--- src/rtl/ringer_pkg.sv ---
// Shared types for the ringer tone generator: combination identifiers and
// the per-combination timing record (half periods in frame ticks, warble length).
package ringer_pkg;

    typedef enum logic [2:0] {
        TC_A = 3'd0,   // 1000 / 1333 Hz, short segments
        TC_B = 3'd1,   // 800 / 1000 Hz, short segments
        TC_C = 3'd2,   // 800 / 1000 Hz, long segments
        TC_D = 3'd3,   // 1333 / 2000 Hz, short segments
        TC_E = 3'd4,   // 800 / 1333 Hz, long segments
        TC_F = 3'd5    // steady 1000 Hz
    } tone_id_e;

    typedef struct packed {
        logic [2:0] half_a;       // half period of first tone, in ticks
        logic [2:0] half_b;       // half period of second tone, in ticks
        logic       long_seg;     // 1: long warble segment
    } tone_cfg_t;

    // Timing record of one combination.
    function automatic tone_cfg_t tone_params(input tone_id_e id);
        tone_cfg_t c;
        c.half_a   = 3'd4;
        c.half_b   = 3'd3;
        c.long_seg = 1'b0;
        case (id)
            TC_B: begin c.half_a = 3'd5; c.half_b = 3'd4; c.long_seg = 1'b0; end
            TC_C: begin c.half_a = 3'd5; c.half_b = 3'd4; c.long_seg = 1'b1; end
            TC_D: begin c.half_a = 3'd3; c.half_b = 3'd2; c.long_seg = 1'b0; end
            TC_E: begin c.half_a = 3'd5; c.half_b = 3'd3; c.long_seg = 1'b1; end
            TC_F: begin c.half_a = 3'd4; c.half_b = 3'd4; c.long_seg = 1'b0; end
            default: ;
        endcase
        return c;
    endfunction

endpackage

--- src/rtl/ringer_combo_sel.sv ---
// Chooses the requested tone combination from either the pin code or the
// register code. Purely combinational; assumes both codes are already
// synchronous to clk.
module ringer_combo_sel
    import ringer_pkg::*;
(
    input  logic       sel_from_reg,
    input  logic [1:0] pin_code,
    input  logic [2:0] reg_code,
    output tone_id_e   want_id
);

    // Map the selected source code onto a combination identifier.
    always_comb begin
        want_id = TC_A;
        if (sel_from_reg) begin
            case (reg_code)
                3'd1:    want_id = TC_B;
                3'd2:    want_id = TC_C;
                3'd3:    want_id = TC_D;
                3'd4:    want_id = TC_E;
                3'd5:    want_id = TC_F;
                default: want_id = TC_A;
            endcase
        end else begin
            case (pin_code)
                2'd1:    want_id = TC_B;
                2'd2:    want_id = TC_C;
                default: want_id = TC_A;
            endcase
        end
    end

endmodule

--- src/rtl/ringer_sequencer.sv ---
// Frame-tick sequencer: counts warble segments and tone half periods,
// adopts a new combination and enable only at segment boundaries, and issues
// a one-clock rise request at the start of every high half period.
// Assumes frame_tick is a single-clock strobe.
module ringer_sequencer
    import ringer_pkg::*;
#(
    parameter int SHORT_TICKS = 250,
    parameter int LONG_TICKS  = 500,
    localparam int WARB_W     = $clog2(LONG_TICKS + 1)
)(
    input  logic              clk,
    input  logic              rst_n,
    input  logic              frame_tick,
    input  logic              want_en,
    input  tone_id_e          want_id,
    output logic              rise_req,
    output logic [2:0]        half_ticks,
    output logic              active,
    output tone_id_e          act_id,
    output logic [WARB_W-1:0] warb_cnt,
    output logic [WARB_W-1:0] warb_len,
    output logic [2:0]        tone_cnt
);

    localparam logic [WARB_W-1:0] SHORT_L = WARB_W'(SHORT_TICKS);
    localparam logic [WARB_W-1:0] LONG_L  = WARB_W'(LONG_TICKS);

    tone_cfg_t cfg;
    logic      half_sel;
    logic      phase_hi;
    logic      seg_end;
    logic      same_key;

    // Decode the timing of the active combination and the current half period.
    always_comb begin
        cfg        = tone_params(act_id);
        warb_len   = cfg.long_seg ? LONG_L : SHORT_L;
        half_ticks = half_sel ? cfg.half_b : cfg.half_a;
        seg_end    = (warb_cnt == warb_len - WARB_W'(1));
        same_key   = (want_en == active) && (want_id == act_id);
    end

    // Advance segment and tone counters once per frame tick.
    always_ff @(posedge clk) begin
        if (!rst_n) begin
            warb_cnt <= '0;
            tone_cnt <= '0;
            act_id   <= TC_A;
            active   <= 1'b0;
            half_sel <= 1'b0;
            phase_hi <= 1'b0;
            rise_req <= 1'b0;
        end else begin
            rise_req <= 1'b0;
            if (frame_tick) begin
                if (seg_end) begin
                    warb_cnt <= '0;
                    act_id   <= want_id;
                    active   <= want_en;
                    half_sel <= same_key ? ~half_sel : 1'b0;
                    tone_cnt <= '0;
                    phase_hi <= 1'b1;
                    rise_req <= want_en;
                end else begin
                    warb_cnt <= warb_cnt + WARB_W'(1);
                    if (tone_cnt == half_ticks - 3'd1) begin
                        tone_cnt <= '0;
                        phase_hi <= ~phase_hi;
                        rise_req <= active & ~phase_hi;
                    end else begin
                        tone_cnt <= tone_cnt + 3'd1;
                    end
                end
            end
        end
    end

endmodule

--- src/rtl/ringer_pulse_shaper.sv ---
// Pulse shaper: measures the tick spacing in system clocks and, on each rise
// request, drives a pulse whose width is the half period scaled down by the
// volume code. Assumes ticks arrive at a steady spacing below 2**GAP_W clocks.
module ringer_pulse_shaper #(
    parameter int GAP_W   = 16,
    localparam int PROD_W = GAP_W + 3
)(
    input  logic       clk,
    input  logic       rst_n,
    input  logic       frame_tick,
    input  logic       rise_req,
    input  logic [2:0] half_ticks,
    input  logic [1:0] ring_vol,
    output logic       drive
);

    logic [GAP_W-1:0]  gap_cnt;
    logic [GAP_W-1:0]  gap_q;
    logic [PROD_W-1:0] full_w;
    logic [PROD_W-1:0] pulse_w;
    logic [PROD_W-1:0] width_cnt;
    logic [1:0]        shift;

    // Scale the half period in clocks by the volume level.
    always_comb begin
        full_w  = PROD_W'(half_ticks) * PROD_W'(gap_q);
        shift   = 2'd3 - ring_vol;
        pulse_w = full_w >> shift;
        drive   = (width_cnt != '0);
    end

    // Measure clocks between successive frame ticks, saturating.
    always_ff @(posedge clk) begin
        if (!rst_n) begin
            gap_cnt <= '0;
            gap_q   <= '0;
        end else if (frame_tick) begin
            gap_q   <= gap_cnt;
            gap_cnt <= GAP_W'(1);
        end else if (gap_cnt != '1) begin
            gap_cnt <= gap_cnt + GAP_W'(1);
        end
    end

    // Load the pulse width on a rise request and count it down.
    always_ff @(posedge clk) begin
        if (!rst_n) begin
            width_cnt <= '0;
        end else if (rise_req) begin
            width_cnt <= pulse_w;
        end else if (width_cnt != '0) begin
            width_cnt <= width_cnt - PROD_W'(1);
        end
    end

endmodule

--- src/rtl/ringer_tone_gen.sv ---
// Top of the warbling ringer: selects the combination source, sequences the
// warble and tone phases from frame ticks, shapes volume-scaled pulses and
// forms the complementary sounder drive (low-low while inactive).
// Assumes all inputs are synchronous to clk.
module ringer_tone_gen
    import ringer_pkg::*;
#(
    parameter int SHORT_TICKS = 250,
    parameter int LONG_TICKS  = 500,
    parameter int GAP_W       = 16
)(
    input  logic       clk,
    input  logic       rst_n,
    input  logic       frame_tick,
    input  logic       ring_en,
    input  logic       sel_from_reg,
    input  logic [1:0] pin_code,
    input  logic [2:0] reg_code,
    input  logic [1:0] ring_vol,
    output logic       ring_p,
    output logic       ring_n
);

    localparam int WARB_W = $clog2(LONG_TICKS + 1);

    tone_id_e          want_id;
    tone_id_e          seq_id;
    logic              seq_rise;
    logic              seq_active;
    logic [2:0]        seq_half;
    logic [WARB_W-1:0] seq_warb;
    logic [WARB_W-1:0] seq_wlen;
    logic [2:0]        seq_tone;
    logic              shp_drive;

    ringer_combo_sel u_sel (
        .sel_from_reg (sel_from_reg),
        .pin_code     (pin_code),
        .reg_code     (reg_code),
        .want_id      (want_id)
    );

    ringer_sequencer #(
        .SHORT_TICKS (SHORT_TICKS),
        .LONG_TICKS  (LONG_TICKS)
    ) u_seq (
        .clk        (clk),
        .rst_n      (rst_n),
        .frame_tick (frame_tick),
        .want_en    (ring_en),
        .want_id    (want_id),
        .rise_req   (seq_rise),
        .half_ticks (seq_half),
        .active     (seq_active),
        .act_id     (seq_id),
        .warb_cnt   (seq_warb),
        .warb_len   (seq_wlen),
        .tone_cnt   (seq_tone)
    );

    ringer_pulse_shaper #(
        .GAP_W (GAP_W)
    ) u_shp (
        .clk        (clk),
        .rst_n      (rst_n),
        .frame_tick (frame_tick),
        .rise_req   (seq_rise),
        .half_ticks (seq_half),
        .ring_vol   (ring_vol),
        .drive      (shp_drive)
    );

    // Gate the drive with the active state and form the inverted phase.
    always_comb begin
        ring_p = seq_active & shp_drive;
        ring_n = seq_active & ~shp_drive;
    end

endmodule

--- config.mk ---
export PLATFORM = sky130hd
export DESIGN_NAME = ringer_tone_gen
export DESIGN_NICKNAME = d
export VERILOG_FILES = /design/src/rtl/ringer_pkg.sv /design/src/rtl/ringer_combo_sel.sv /design/src/rtl/ringer_sequencer.sv /design/src/rtl/ringer_pulse_shaper.sv /design/src/rtl/ringer_tone_gen.sv
export SDC_FILE = /design/constraint.sdc
export NUM_CORES = 1
export LEC_CHECK = 0
export BUFFER_PORTS_ARGS = -buffer_cell sky130_fd_sc_hd__buf_2
export CORE_MARGIN = 2
export CORE_UTILIZATION = 50
export CTS_BUF_LIST = sky130_fd_sc_hd__clkbuf_4 sky130_fd_sc_hd__clkbuf_8
export CTS_CLUSTER_SIZE = 25
export DETAILED_ROUTE_END_ITERATION = 16
export GPL_TIMING_DRIVEN = 0
export PLACE_DENSITY_LB_ADDON = 0.1
export SLEW_MARGIN = 10
export SYNTH_ARGS = -nofsm -noshare
export SYNTH_HDL_FRONTEND = slang
export SYNTH_SLANG_ARGS = --single-unit
--- constraint.sdc ---
create_clock -name clk -period 4 [get_ports clk]
set_clock_uncertainty 0.05 [all_clocks]
set_input_delay 0.4 -clock clk [delete_from_list [all_inputs] [get_ports clk]]
set_output_delay 0.4 -clock clk [all_outputs]
set_load 0.005 [all_outputs]
==> metrics.yaml, run 1 <==
run_status:
  status: "complete, but fails checks"
  violations: "negative setup slack"
global_routing:
  grt_pass1_wl_um: 20800
  grt_max_degree: 11
  antenna_found_initial: 0
  grt.total_usage: 0.229
  grt_pass1_vias: 4528
  grt-ovfl-total: 0
clock_network:
  cts_tree: "yes"
  clk_pin_slew_ps: 70
  cts.path.max_buffers: 2
  clock-sinks: 70
  htreeDepth: 3
  ctsRootBufferMaster: "clkbuf_8"
  clk-insertion-delay-late_ps: 350
  numCtsBuffers: 9
synthesis:
  syn_area_um2: 5160
  synthArstFlopShare: 0
  yosysMostFrequentCell: "nor2_1"
  ys.flop_type: "dfxtp_1"
  synth-seq-cells: 70
  netlist_top_cells_area: "dfxtp_1 (27%), nor2_1 (6.3%), fa_1 (5.8%)"
  synth_fp_nets: 698
  synth-edff-count: 0
  synthCells: 648
  synthTopCellsByCount: "nor2_1 (86), nand2_1 (80), dfxtp_1 (70), inv_1 (38), xnor2_1 (32)"
  yosysTopAreaCell: "dfxtp_1"
  yosysTopAreaCellShare: 0.271
  ys_warn_count: 0
  avgSynthCellArea_um2: 7.97
  ys_types: 68
  synth-seq-area-share: 0.271
run:
  drv_cap: 0
sta:
  max_slew_margin: 0.430
  holdWs_ps: 269
  fin_ws_ps: -57.7
  drv_slew: 0
  worstMarginPinSlew_ps: 848
  timing_hold_violations_final: 0
  min_period_ps: 4060
  period_share: 1.01
  finalSetupViolCount: 2
  grt_setup_unrepaired: "yes"
  fmax_ghz: 0.246
critical_path:
  critical_path.cell_chain: "nand2b_4 -> a21oi_2 -> a211oi_4 -> inv_2 -> and2_4 -> fa_1 -> ha_2 -> fa_2 -> a21o_4 -> a221oi_4 -> o21bai_1 -> a21oi_2 -> xnor2_2 -> mux2_4 -> mux2i_4 -> a211oi_2"
  cpMaxStageDelayCell: "fa_1"
  crit_fanout: 7
  crit_family: "compound AO/OA/AOI/OAI gates"
  cp_common_cell: "a21oi_2"
  crit_arrival_ps: 4220
  cpPeakStageDelay_ps: 470
  path_buf_inv: 1
  critPathRequiredTime_ps: 4170
  cp-start-kind: "flip-flop"
  worstSetupPathType: "reg2reg"
  setup.worst_path.end_class: "flip-flop"
routing:
  postRouteAntennaNets: 0
  wl_um: 12500
  wl_per_cell_um: 15.2
  first_iter_violations: 212
  vias_per_cell: 5.61
  drc_errors: 0
  num_vias: 4607
  dr.pass1.iters: 6
power_and_ir_drop:
  clock_power_share: 0.278
  combPwrFrac: 0.284
  p_seq_frac: 0.437
  leakagePower_uw: 0.00251
  p_sw_uw: 630
  irDropWorstVdd_mv: 0.201
  intPower_uw: 1300
  p_per_area_nw_per_um2: 320
  swShare: 0.326
placement:
  place.port_buffers: 9
  routabilityCongestion: 0.878
  placedInstanceArea_um2: 5390
  hpwl_um: 9070
  placed_cells: 793
final_layout:
  multi_input_area_um2: 3790
  design_area_um2: 6040
  insertedDiodeCount: 0
  nFillCells: 944
  fin_nets: 731
  drive_gt1_frac: 0.168
  area_delta_synth_final_pct: 17.0
  stdcell_count: 821
  regArea_um2: 1410
floorplan:
  initial_core_util: 0.507
  io_pins: 14
  core_area_um2: 10200
  dieHeight_um: 106
  dieWidth_um: 106
  row_count: 37
  dieArea_um2: 11200
worst_hold_path:
  hp-class: "in2reg"
==> cell families (layout without fill, tap and decap cells) <==
group                      count (synthesis)  in the layout  synth area share
and+or+nand+nor                          278            278             0.265
AOI/OAI and AO/OA                        108            108             0.139
buffers and inverters                     68            105            0.0569
xor gates and xnor gates                  53             53            0.0899
muxes                                     33             33            0.0647
DFF                                       70             70             0.271
adders and majority gates                 38             38             0.114
==> sequential cells by signal, indices dropped and copies added, names as in the netlist <==
name / count
u_shp.width_cnt: 19
u_seq.half_sel: 1
u_seq.phase_hi: 1
u_seq.act_id: 3
u_seq.rise_req: 1
u_seq.active: 1
u_seq.tone_cnt: 3
u_seq.warb_cnt: 9
u_shp.gap_cnt: 16
u_shp.gap_q: 16
==> metrics by stage <==
| stage | util | setup WS, ps | power [uW] | setup TNS (ps) |
|---|---|---|---|---|
| 3_5_place_dp | 0.529 | -707 | 1400 | -8510 |
| 2_1_floorplan | - | 52.9 | 1290 | 0 |
| 3_3_place_gp | 0.529 | -616 | 1390 | -7060 |
| 5_1_grt | 0.593 | -190 | 2040 | -834 |
| 4_1_cts | 0.568 | 3.32 | 1940 | 0 |
| 6_report | 0.593 | -57.7 | 1930 | -77.8 |
==> worst register-to-register path, cell delays in order, from the launching register on <==
cell and delay [ps]:
dfxtp_4 390, nand2b_4 130, a21oi_2 70, a211oi_4 320, inv_2 100, and2_4 170, fa_1 470, ha_2 220
fa_2 410, a21o_4 240, a221oi_4 320, o21bai_1 160, a21oi_2 200, xnor2_2 110, mux2_4 310, mux2i_4 170
a211oi_2 90
==> layout by cell type (no fill, tap or decap), drive strengths merged, types with 2 or more instances in the layout <==
master,netlist,layout
xor2,21,21
nor4,4,4
mux2,3,3
or2,2,2
inv,40,40
or4b,2,2
and2,13,13
o21ai,23,23
nand3b,3,3
or3,8,8
clkinv,1,2
clkbuf,21,31
o22ai,3,3
nor3b,4,4
nand2,80,80
a211o,3,3
nand2b,9,9
or4,4,4
nand3,14,14
fa,15,15
nor3,22,22
nand4,12,12
nor2b,7,7
a21o,6,6
o211a,3,3
dfxtp,70,70
mux2i,30,30
a211oi,10,10
a31oi,9,9
buf,6,32
o211ai,9,9
a21oi,26,26
nor2,86,86
a221oi,3,3
and3,6,6
xnor2,32,32
ha,23,23
==> power groups by stage <==
stage               Combinational [uW]  Sequential, uW  Clock (uW)
detailed placement                 536             862           0
floorplan                          444             847           0
CTS                                546             846         549
global placement                   527             859           0
finish                             550             845         538
global route                       611             857         574
==> per-layer routing <==
metal / track usage / up-vias / wire length, um
met5: 0 / - / 0
met4: 0.0808 / 0 / 298
met3: 0.0414 / 25 / 445
met2: 0.392 / 83 / 6040
met1: 0.289 / 2193 / 5720
li1: - / 2306 / -
==> final timing paths <==
check / cells after the start / slack, ps / start / to
setup / recovery: 16 / -60 / u_seq.act_id[2]$_SDFFE_PN0P_ / u_shp.width_cnt[9]$_SDFFE_PN0P_
hold / removal: 3 / 270 / ring_en / u_seq.rise_req$_SDFF_PN0_
setup reg to reg: 16 / -60 / u_seq.act_id[2]$_SDFFE_PN0P_ / u_shp.width_cnt[9]$_SDFFE_PN0P_
hold reg to reg: 2 / 440 / u_seq.phase_hi$_SDFFE_PN0P_ / u_seq.phase_hi$_SDFFE_PN0P_
==> final cells by class <==
cell class	count	area share
plain buffers	24	0.0248
clock buffers	14	0.0288
clock inverters	1	0.000828
inverters	41	0.0255
multi-input cells	510	0.628
flip-flops and latches	70	0.234
well taps	136	0.0282
repair buffers	25	0.0300
==> timing repair <==
action | 4_1_cts | 5_1_grt
hold buffers | 0 | 0
pin swaps | 14 | 35
setup buffers | 11 | 5
gates resized for setup | 32 | 46
setup endpoints to repair | 16 | 14
hold endpoints to repair | 0 | 0
Note: power is estimated with default switching activity, not from simulation.
==> inputs of run 2 (changes only) <==
- SKIP_LAST_GASP: unset -> 1
==> run 2 against run 1 <==
  * The run still ends with negative setup slack left
  * Maximum frequency rose by 0.26%
  * Via count decreased by 0.52%
  * Critical path depth stayed put
  * Setup slack improved by 10 ps
  * First-iteration DRC count down 11%
  * Core utilization is 0.76 points lower
  * Cell area down 1.3%
  * Sequential share of layout area up 0.26 points
  * Sequential cell count is the same
  * Register-to-register slack hardly changed
  * Critical endpoint unchanged
==> metrics.yaml, run 2 (synthesized netlist as in run 1, its figures left out) <==
run_status:
  status: "complete, but fails checks"
  violations: "negative setup slack"
power_and_ir_drop:
  irDropWorstVdd_mv: 0.198
  clock_power_share: 0.278
  p_sw_uw: 628
  p_seq_frac: 0.438
  intPower_uw: 1300
  leakagePower_uw: 0.00250
  combPwrFrac: 0.284
  p_per_area_nw_per_um2: 324
  p_total_uw: 1930
  swShare: 0.325
critical_path:
  setup.worst_path.end_class: "flip-flop"
  cp-start-kind: "flip-flop"
  critPathRequiredTime_ps: 4170
  crit_arrival_ps: 4220
  crit_fanout: 7
  regToRegSetupSlack_ps: -50
  worstSetupPathType: "reg2reg"
routing:
  num_vias: 4583
  dr.pass1.iters: 4
  drc_errors: 0
  first_iter_violations: 188
  postRouteAntennaNets: 0
  wl_per_cell_um: 15.0
  wl_um: 12300
  vias_per_cell: 5.59
placement:
  routabilityCongestion: 0.878
  place.port_buffers: 9
  hpwl_um: 9070
  dp_slack_ps: -707
  placed_cells: 793
final_layout:
  layout_common_cells: "nor2_1 (84), nand2_1 (80), dfxtp_1 (66)"
  final_core_util: 0.586
  regMostFlops: "u_shp.width_cnt"
  fin_nets: 730
  reg_top3: "u_shp.width_cnt (19), u_shp.gap_cnt (16), u_shp.gap_q (16)"
  multi_input_area_um2: 3730
  insertedDiodeCount: 0
  layout_commonest_cell: "nor2_1"
  stdcell_count: 820
  area_delta_synth_final_pct: 15.5
  largest_reg_flops: 19
  regArea_um2: 1410
  nFillCells: 952
  drive_gt1_frac: 0.158
clock_network:
  holdBufCountCts: 0
  cts_tree: "yes"
  clk-insertion-delay-late_ps: 350
  clk_pin_slew_ps: 70
  clock-sinks: 70
  numCtsBuffers: 9
  cts.path.max_buffers: 2
  htreeDepth: 3
  ctsRootBufferMaster: "clkbuf_8"
floorplan:
  dieHeight_um: 106
  row_count: 37
  dieArea_um2: 11200
  dieWidth_um: 106
  core_area_um2: 10200
  initial_core_util: 0.507
  io_pins: 14
run:
  drv_cap: 0
sta:
  grt_setup_unrepaired: "yes"
  fin_ws_ps: -47.4
  worstMarginPinSlew_ps: 849
  timing_hold_violations_final: 0
  max_slew_margin: 0.430
  fmax_ghz: 0.247
  min_period_ps: 4050
  period_share: 1.01
  drv_slew: 0
  finalSetupViolCount: 2
  holdWs_ps: 270
global_routing:
  grt_max_degree: 11
  grt_pass1_vias: 4519
  grt.total_usage: 0.229
  grt-ovfl-total: 0
  antenna_found_initial: 0
  grt_pass1_wl_um: 20800
worst_hold_path:
  hp-class: "in2reg"
==> run 2: metrics by stage <==
stage | TNS (ps) | instance area (um^2)
2_1_floorplan | 0 | 5180
6_report | -49.0 | 5970
4_1_cts | -5.53 | 5760
5_1_grt | -1010 | 5970
3_3_place_gp | -7060 | 5390
3_5_place_dp | -8510 | 5390
==> run 2: area by class of cell <==
| type | count | share of cell area |
|---|---|---|
| tap | 136 | 0.0285 |
| timing repair buffer | 24 | 0.0292 |
| sequential | 70 | 0.237 |
| inverter | 41 | 0.0258 |
| multi-input combinational | 510 | 0.625 |
| clock buffer | 14 | 0.0292 |
| clock inverter | 1 | 0.000839 |
| buffer | 24 | 0.0245 |
==> run 2: worst max-delay path: stages (launching register included) <==
cell and delay (ps):
dfxtp_4 390, nand2b_4 130, a21oi_2 70, a211oi_4 320
inv_2 100, and2_4 170, fa_1 470, ha_2 220
fa_2 410, a21o_4 240, a221oi_4 320, o21bai_1 150
a21oi_2 200, xnor2_2 110, mux2_4 320, mux2i_4 170
a211oi_2 90
==> run 2: power by group through the flow <==
stage,Clock [uW],Sequential (uW),Combinational (uW)
2_1_floorplan,0,847,444
3_3_place_gp,0,859,527
3_5_place_dp,0,862,536
4_1_cts,549,846,546
5_1_grt,574,858,611
6_report,538,846,549
==> run 2: worst paths after layout <==
kind	startpoint	end	depth (start not counted)
worst min-delay path	ring_en	u_seq.rise_req$_SDFF_PN0_	3
worst max register to register	u_seq.act_id[2]$_SDFFE_PN0P_	u_shp.width_cnt[9]$_SDFFE_PN0P_	16
worst min register to register	u_seq.phase_hi$_SDFFE_PN0P_	u_seq.phase_hi$_SDFFE_PN0P_	2
worst max-delay path	u_seq.act_id[2]$_SDFFE_PN0P_	u_shp.width_cnt[9]$_SDFFE_PN0P_	16
==> run 2: timing repair <==
item / 4_1_cts / 5_1_grt
gates resized for setup: 30 / 36
buffers inserted: 11 / 4
setup endpoints to repair: 16 / 14
pin swaps: 14 / 25
==> run 2: per-layer routing <==
metal | track usage | wire [um] | up-vias
li1 | - | - | 2305
met1 | 0.289 | 5630 | 2177
met2 | 0.392 | 5910 | 74
met3 | 0.0414 | 428 | 27
met4 | 0.0808 | 295 | 0
met5 | 0 | 0 | -
==> inputs of run 3 (changes only) <==
- BUFFER_PORTS_ARGS: -buffer_cell sky130_fd_sc_hd__buf_2 -> -buffer_cell sky130_fd_sc_hd__clkbuf_2
- CORE_MARGIN: 2 -> unset
- SLEW_MARGIN: 10 -> unset
==> run 3 against run 2 <==
  * The run now ends clean
  * Sequential cell count is the same
  * Cell count grew 0.73%
  * Combinational power shrank 0.9%
  * Non-clock buffer count grew 8
  * Register-to-register slack gained 70 ps
  * Count of clock-buffer cells in the layout shrank 4
  * Largest cell class unchanged
==> metrics.yaml, run 3 (synthesized netlist as in run 1, its figures left out) <==
run_status:
  status: "finished clean"
critical_path:
  cpMaxStageDelayCell: "fa_1"
  crit_fanout: 5
  setup.worst_path.end_class: "flip-flop"
  crit_family: "compound AO/OA/AOI/OAI gates"
  path_buf_inv: 2
  cp-start-kind: "flip-flop"
  critical_path.cell_chain: "nand2b_4 -> a21oi_4 -> a211oi_4 -> inv_2 -> buf_6 -> and2_1 -> fa_1 -> ha_4 -> o211ai_1 -> o211ai_1 -> nand4_1 -> a32oi_2 -> mux2i_1 -> o2111ai_2 -> o211ai_1 -> o31ai_1"
  worstSetupPathType: "reg2reg"
  crit_arrival_ps: 4160
  cpPeakStageDelay_ps: 480
  critPathRequiredTime_ps: 4180
  cp_common_cell: "o211ai_1"
routing:
  dr.pass1.iters: 4
  num_vias: 4614
  wl_um: 12500
  wl_per_cell_um: 15.1
  drc_errors: 0
  vias_per_cell: 5.59
  first_iter_violations: 142
  postRouteAntennaNets: 0
final_layout:
  reg_top3: "u_shp.width_cnt (19), u_shp.gap_cnt (16), u_shp.gap_q (16)"
  multi_input_area_um2: 3730
  layout_common_cells: "nor2_1 (85), nand2_1 (78), dfxtp_1 (66)"
  regMostFlops: "u_shp.width_cnt"
  stdcell_count: 826
  layout_commonest_cell: "nor2_1"
  design_area_um2: 6070
  largest_reg_flops: 19
  fin_nets: 738
  area_delta_synth_final_pct: 17.4
  final_core_util: 0.612
  nFillCells: 874
  insertedDiodeCount: 0
  regArea_um2: 1410
  drive_gt1_frac: 0.170
global_routing:
  grt-ovfl-total: 0
  grt.total_usage: 0.239
  antenna_found_initial: 0
  grt_pass1_vias: 4470
  grt_max_degree: 13
  grt_pass1_wl_um: 21000
clock_network:
  clock-sinks: 70
  numCtsBuffers: 9
  cts_tree: "yes"
  cts.path.max_buffers: 2
  holdBufCountCts: 0
  htreeDepth: 3
  clk_pin_slew_ps: 80
  clk-insertion-delay-late_ps: 360
  ctsRootBufferMaster: "clkbuf_8"
floorplan:
  dieArea_um2: 10700
  dieHeight_um: 104
  initial_core_util: 0.521
  core_area_um2: 9910
  dieWidth_um: 104
  row_count: 36
  io_pins: 14
sta:
  period_share: 0.994
  worstMarginPinSlew_ps: 852
  drv_slew: 0
  min_period_ps: 3980
  grt_setup_unrepaired: "yes"
  finalSetupViolCount: 0
  fmax_ghz: 0.251
  timing_hold_violations_final: 0
  fin_ws_ps: 23.6
  max_slew_margin: 0.428
placement:
  place.port_buffers: 9
  dp_slack_ps: -636
  placed_cells: 790
  placedInstanceArea_um2: 5390
  hpwl_um: 9070
  routabilityCongestion: 0.839
power_and_ir_drop:
  p_per_area_nw_per_um2: 336
  irDropWorstVdd_mv: 0.229
  leakagePower_uw: 0.00256
worst_hold_path:
  hp-class: "in2reg"
run:
  drv_cap: 0
==> run 3: cell types whose count changed in the layout (fill, tap and decap cells not counted), sizes merged <==
cell | before | now
clkinvlp | 0 | 2
bufinv | 0 | 2
buf | 31 | 30
clkinv | 2 | 3
clkbuf | 31 | 36
==> run 3: stage by stage <==
step / hold slack (ps) / TNS [ps] / power [uW]
after global routing: 274 / -616 / 2150
final: 263 / 0 / 2040
after CTS: 245 / 0 / 2050
after floorplan: 407 / 0 / 1290
after global placement: 417 / -6980 / 1380
after detailed placement: 434 / -7490 / 1400
==> run 3: layer usage <==
| metal | track usage | up-vias | routed length, um |
|---|---|---|---|
| met2 | 0.407 | 52 | 6160 |
| met1 | 0.306 | 2239 | 5760 |
| met4 | 0.0932 | 0 | 222 |
| li1 | - | 2305 | - |
| met3 | 0.0334 | 18 | 310 |
| met5 | 0 | - | 0 |
==> run 3: final cells by class <==
class                   instances  share of cell area
plain buffers                  24              0.0241
clock buffers                  10              0.0227
clock inverters                 6              0.0140
inverters                      41              0.0254
multi-input cells             510               0.615
flip-flops and latches         70               0.233
well taps                     133              0.0274
repair buffers                 32              0.0384
==> run 3: worst paths after layout <==
| path | endpoint | cells after the start | slack [ps] | from |
|---|---|---|---|---|
| worst max-delay path | u_shp.width_cnt[16]$_SDFFE_PN0P_ | 16 | 20 | u_seq.act_id[2]$_SDFFE_PN0P_ |
| worst min-delay path | u_seq.rise_req$_SDFF_PN0_ | 3 | 260 | ring_en |
| worst max register to register | u_shp.width_cnt[16]$_SDFFE_PN0P_ | 16 | 20 | u_seq.act_id[2]$_SDFFE_PN0P_ |
| worst min register to register | u_seq.phase_hi$_SDFFE_PN0P_ | 2 | 450 | u_seq.phase_hi$_SDFFE_PN0P_ |
==> run 3: worst reg2reg max path: stages (launching register included) <==
cell       delay [ps]
dfxtp_4           410
nand2b_4          150
a21oi_4            60
a211oi_4          290
inv_2             100
buf_6             140
and2_1            160
fa_1              480
ha_4              310
o211ai_1          100
o211ai_1          300
nand4_1           240
a32oi_2           290
mux2i_1           290
o2111ai_2         180
o211ai_1          220
o31ai_1           100
==> run 3: timing repair <==
item,CTS,global route
setup buffers,13,10
resized for setup,33,37
pin swaps,15,22
setup endpoints to repair,16,14
==> run 3: power breakdown <==
part,total (uW),switching (uW),internal (uW)
clock network,644,278,365
registers,849,83.1,765
logic,544,284,260
